## config.mk

```make
export PLATFORM = sky130hd
export DESIGN_NAME = cmd_gpio_bank
export DESIGN_NICKNAME = d
export VERILOG_FILES = /design/src/rtl/cmdgpio_pkg.sv /design/src/rtl/cmdgpio_decode.sv /design/src/rtl/cmdgpio_line.sv /design/src/rtl/cmdgpio_readback.sv /design/src/rtl/cmd_gpio_bank.sv
export SDC_FILE = /design/constraint.sdc
export NUM_CORES = 1
export LEC_CHECK = 0
export ABC_AREA = 1
export BUFFER_PORTS_ARGS = -buffer_cell sky130_fd_sc_hd__clkbuf_2
export CAP_MARGIN = 30
export CORE_AREA = 4 4 46 48
export CTS_CLUSTER_DIAMETER = 60
export DETAILED_ROUTE_END_ITERATION = 6
export DIE_AREA = 0 0 50 52
export PLACE_DENSITY = 0.76
export SYNTH_ARGS = -nofsm -noshare
export SYNTH_HDL_FRONTEND = slang
export SYNTH_SLANG_ARGS = --single-unit
```

## constraint.sdc

```tcl
create_clock -name clk -period 1.2 [get_ports clk]
set_input_delay 0.06 -clock clk [delete_from_list [all_inputs] [get_ports clk]]
set_output_delay 0.06 -clock clk [all_outputs]
set_load 0.01 [all_outputs]
```

## src/rtl/cmdgpio_pkg.sv

```systemverilog
package cmdgpio_pkg;

   typedef enum logic [1:0] {
      CMD_HOLD = 2'd0,
      CMD_SET  = 2'd1,
      CMD_CLR  = 2'd2
   } line_cmd_e;

   // bit mask covering all command fields of the bank
   function automatic logic [63:0] field_mask(input int first, input int width, input int count);
      logic [63:0] m;
      m = '0;
      for (int b = 0; b < 64; b++) begin
         if (b >= first && b < first + width * count) m[b] = 1'b1;
      end
      return m;
   endfunction

endpackage

```

## src/rtl/cmdgpio_decode.sv

```systemverilog
module cmdgpio_decode
   import cmdgpio_pkg::*;
#(
   parameter int FIELD_W  = 2,
   parameter int SET_CODE = 2,
   parameter int CLR_CODE = 3
) (
   input  logic               strobe,
   input  logic [FIELD_W-1:0] field,
   output line_cmd_e          cmd
);
   localparam logic [FIELD_W-1:0] SET_F = FIELD_W'(SET_CODE);
   localparam logic [FIELD_W-1:0] CLR_F = FIELD_W'(CLR_CODE);

   always_comb begin
      cmd = CMD_HOLD;
      if (strobe) begin
         if (field == SET_F)      cmd = CMD_SET;
         else if (field == CLR_F) cmd = CMD_CLR;
      end
   end
endmodule

```

## src/rtl/cmdgpio_line.sv

```systemverilog
module cmdgpio_line
   import cmdgpio_pkg::*;
#(
   parameter logic RST_LVL = 1'b1
) (
   input  logic      clk,
   input  logic      rst,
   input  line_cmd_e cmd,
   output logic      level
);
   always_ff @(posedge clk) begin
      if (rst) begin
         level <= RST_LVL;
      end else begin
         unique case (cmd)
            CMD_SET: level <= 1'b1;
            CMD_CLR: level <= 1'b0;
            default: level <= level;
         endcase
      end
   end
endmodule

```

## src/rtl/cmdgpio_readback.sv

```systemverilog
module cmdgpio_readback #(
   parameter int             REG_W = 32,
   parameter logic [REG_W-1:0] MASK  = '1
) (
   input  logic             clk,
   input  logic             rst,
   input  logic             wr_en,
   input  logic [REG_W-1:0] wr_data,
   output logic [REG_W-1:0] rd_data
);
   always_ff @(posedge clk) begin
      if (rst)        rd_data <= '0;
      else if (wr_en) rd_data <= wr_data & MASK;
   end
endmodule

```

## src/rtl/cmd_gpio_bank.sv

```systemverilog
module cmd_gpio_bank
   import cmdgpio_pkg::*;
#(
   parameter int                  REG_W       = 32,
   parameter int                  LINE_CNT    = 2,
   parameter int                  FIELD_W     = 2,
   parameter int                  FIRST_SHIFT = 5,
   parameter int                  SET_CODE    = 2,
   parameter int                  CLR_CODE    = 3,
   parameter logic [LINE_CNT-1:0] RST_LEVELS  = '1
) (
   input  logic                clk,
   input  logic                rst,
   input  logic                wr_en,
   input  logic [REG_W-1:0]    wr_data,
   output logic [REG_W-1:0]    rd_data,
   output logic [LINE_CNT-1:0] lines_out
);
   localparam int               TOP_BIT = FIRST_SHIFT + LINE_CNT * FIELD_W;
   localparam logic [REG_W-1:0] FLD_MASK = REG_W'(field_mask(FIRST_SHIFT, FIELD_W, LINE_CNT));

   // elaboration-time parameter checks
   if (TOP_BIT > REG_W) begin : g_bad_span
      $error("command fields exceed register width");
   end
   if (SET_CODE == CLR_CODE) begin : g_bad_codes
      $error("activate and deactivate codes must differ");
   end
   if (SET_CODE >= (1 << FIELD_W) || CLR_CODE >= (1 << FIELD_W)) begin : g_bad_code_w
      $error("command code does not fit field width");
   end
   if (LINE_CNT < 1 || FIELD_W < 1 || REG_W > 64) begin : g_bad_dims
      $error("unsupported bank dimensions");
   end

   for (genvar n = 0; n < LINE_CNT; n++) begin : g_line
      line_cmd_e cmd;

      cmdgpio_decode #(
         .FIELD_W (FIELD_W),
         .SET_CODE(SET_CODE),
         .CLR_CODE(CLR_CODE)
      ) u_dec (
         .strobe(wr_en),
         .field (wr_data[FIRST_SHIFT + n*FIELD_W +: FIELD_W]),
         .cmd   (cmd)
      );

      cmdgpio_line #(
         .RST_LVL(RST_LEVELS[n])
      ) u_line (
         .clk  (clk),
         .rst  (rst),
         .cmd  (cmd),
         .level(lines_out[n])
      );
   end

   cmdgpio_readback #(
      .REG_W(REG_W),
      .MASK (FLD_MASK)
   ) u_rb (
      .clk    (clk),
      .rst    (rst),
      .wr_en  (wr_en),
      .wr_data(wr_data),
      .rd_data(rd_data)
   );
endmodule

```

==> impl_metrics.tcl <==
set metrics [dict create \
    htreeDepth 1 \
    seq_power_share_pct 43.2 \
    layout.nets 115 \
    power_frac_comb_pct 21.3 \
    synth_common_cells "buf_4 (30), nand2_1 (10), a21oi_1 (6), dfxtp_1 (6), inv_1 (3)" \
    synthToLayoutAreaGrowth_pct -2.07 \
    dpl.hpwl_um 686 \
    yosysTopAreaCellShare_pct 46.6 \
    layout-drive-gt1-share_pct 22.4 \
    r2r_cells 2 \
    async_flop_share_pct 0 \
    r2r-end "g_line[1].u_line.level$_SDFFE_PP1P_" \
    cp_cell_sequence "clkbuf_2, nand2_1, nor2_1, ha_1, or2_2, nand2_1" \
    cts.path.max_buffers 2 \
    ctsHoldBuffers 0 \
    routed_wl_um 769 \
    gp_congestion 0.704 \
    p_int_uw 356 \
    path_class "in2reg" \
    critPathLaunch "wr_en" \
    grt_overflow_total 0 \
    cp_slowest_cell "or2_2" \
    r2r_setup_slack_ns 0.59 \
    grt_usage_pct 6.01 \
    r2r-start "g_line[1].u_line.level$_SDFFE_PP1P_" \
    tritoncts "built" \
    diodes 0 \
    start_kind "input pin" \
    crit_family "simple AND/OR/NAND/NOR gates" \
    std_cell_rows 15 \
    vias 333 \
    ys_warn_count 0 \
    syn_avg_cell_area_um2 7.55 \
    cts.sinks 6 \
    synth_largest_area_cell "buf_4" \
    setup_viol 0 \
    clk_pin_slew_ns 0.04 \
    post_drt_wl_per_cell_um 7.61 \
    power.leakage_uw 0.000268 \
    synth.ff_latch_count 6 \
    core_mm2 0.00171 \
    pin_count 69 \
    worstPathArrival_ns 1.01 \
    hold_viol_final 0 \
    finalCritPeriodShare_pct 68.7 \
    antenna_found_initial 0 \
    die_w_um 50 \
    drc 0 \
    rsz0062_at_grt "false" \
    cp_common_cell "nand2_1" \
    utilization_pct 27.7 \
    nFillCells 195 \
    die_h_um 52 \
    slew_violations 0 \
    clk-insertion-delay-late_ns 0.24 \
    synth_flop_cell "dfxtp_1" \
    die-area_mm2 0.00260 \
    power.density_mw_per_mm2 1070 \
    yosys.cell_count.top_type "buf_4" \
    ys_seq_area_share_pct 24.9 \
    swShare_pct 29.6 \
    grt_pass1_vias 266 \
    final.min_clock_period_ns 0.824 \
    hold_path.class "in2reg" \
    clock-root-buffer "clkbuf_4" \
    post_synth_num_cell_types 10 \
    drv_cap 0 \
    ir_drop_uv 273 \
    netSwitchingPower_uw 150 \
    run_status "completed" \
    grt_start_max_net_pins 8 \
    synth_area_um2 483 \
    vias_per_cell 3.30 \
    cp.depth 6 \
    critPathMaxFanout 7 \
    netlist_instances 64 \
    synth-edff-count 0 \
    drtAntennaViolNets 0 \
    critPathCapture "g_line[1].u_line.level$_SDFFE_PP1P_" \
    synthTopCellsByArea "buf_4 (47%), dfxtp_1 (25%), nand2_1 (7.8%)" \
    cts_made_buffers 3 \
    clkPwrFrac_pct 35.5 \
    fin_tns_setup_ns 0 \
    worstPathRequired_ns 1.39 \
    initial_core_util_pct 28.3 \
    finalClockSkew_ns 0 \
    drt_iter0_markers 3 \
    max_freq_mhz 1210 \
    cts_resized 0 \
    cpPeakStageDelay_ns 0.29 \
    end_kind "register" \
    grt_pass1_wl_um 1070 \
    firstDrtPassIters 5 \
    io_buffer_count 12 \
    postCtsSetupRepairBufs 0 \
    crit_buf_inv 1 \
]
-- state kept, by name, indices dropped and copies added (netlist names) --
name,count
g_line.u_line.level,2
u_rb.rd_data,4
-- cells in the final DEF, fill, tap and decap left out, drive strengths merged --
master | synthesis | final
nand3 | 2 | 2
inv | 3 | 3
a21oi | 6 | 6
nor2 | 2 | 2
ha | 2 | 2
clkbuf | 0 | 15
or2 | 2 | 2
conb | 1 | 28
dfxtp | 6 | 6
nand2 | 10 | 10
-- final cells by class --
| class | count | area [µm²] | area share [%] |
|---|---|---|---|
| Timing Repair Buffer | 12 | 60.1 | 12.7 |
| Clock buffer | 3 | 22.5 | 4.76 |
| Sequential cell | 6 | 120 | 25.4 |
| Multi-Input combinational cell | 52 | 228 | 48.1 |
| Inverter | 3 | 11.3 | 2.38 |
| Tap cell | 25 | 31.3 | 6.61 |
-- worst min path at each step --
stage,start,endpoint,cells past startpoint
finish,wr_data[7],u_rb.rd_data[7]$_SDFFE_PP0P_,3
global route,wr_data[7],u_rb.rd_data[7]$_SDFFE_PP0P_,3
CTS,rst,u_rb.rd_data[8]$_SDFFE_PP0P_,2
detailed placement,wr_data[7],u_rb.rd_data[7]$_SDFFE_PP0P_,3
global placement,rst,u_rb.rd_data[7]$_SDFFE_PP0P_,2
floorplan,rst,u_rb.rd_data[5]$_SDFFE_PP0P_,1
-- metal layers --
layer,track usage [%],share of wire (%),up-vias,routed length [µm]
li1,-,-,165,-
met3,4.01,14,0,108
met2,8.48,48,23,366
met4,5.53,0,0,0
met5,0,0,-,0
met1,5.88,38,145,294
-- logic make-up after synthesis --
kind of cell	after synthesis	share of synthesized area, %
fa+ha+maj	2	5.18
compound gates	6	6.22
simple gates	16	14.0
buf+inv	33	49.0
flops	6	24.9
other cells	1	0.776
-- worst register-to-register path: cells and delay by family (launching register included) --
kind / cells / cell delay [ns]
simple gates: 1 / 0.06
compound gates: 1 / 0.13
flops: 1 / 0.31
-- stage by stage --
stage | instance area [µm²] | setup WS (ns) | std cells | power, µW | hold WS [ns]
finish | 473 | 0.376 | 101 | 506 | 0.0763
CTS | 473 | 0.390 | 101 | 520 | 0.0587
detailed placement | 450 | 0.135 | 98 | 328 | 0.322
global route | 473 | 0.310 | 101 | 545 | 0.0854
global placement | 450 | 0.167 | 98 | 325 | 0.315
floorplan | 584 | 0.341 | 91 | 369 | 0.129
-- power by group through the flow --
stage / logic (µW) / registers (µW) / clock network, µW
2_1_floorplan: 143 / 225 / 0
3_3_place_gp: 103 / 222 / 0
3_5_place_dp: 106 / 222 / 0
4_1_cts: 106 / 218 / 195
5_1_grt: 122 / 220 / 204
6_report: 108 / 219 / 179
(Power assumes the default switching activity.)
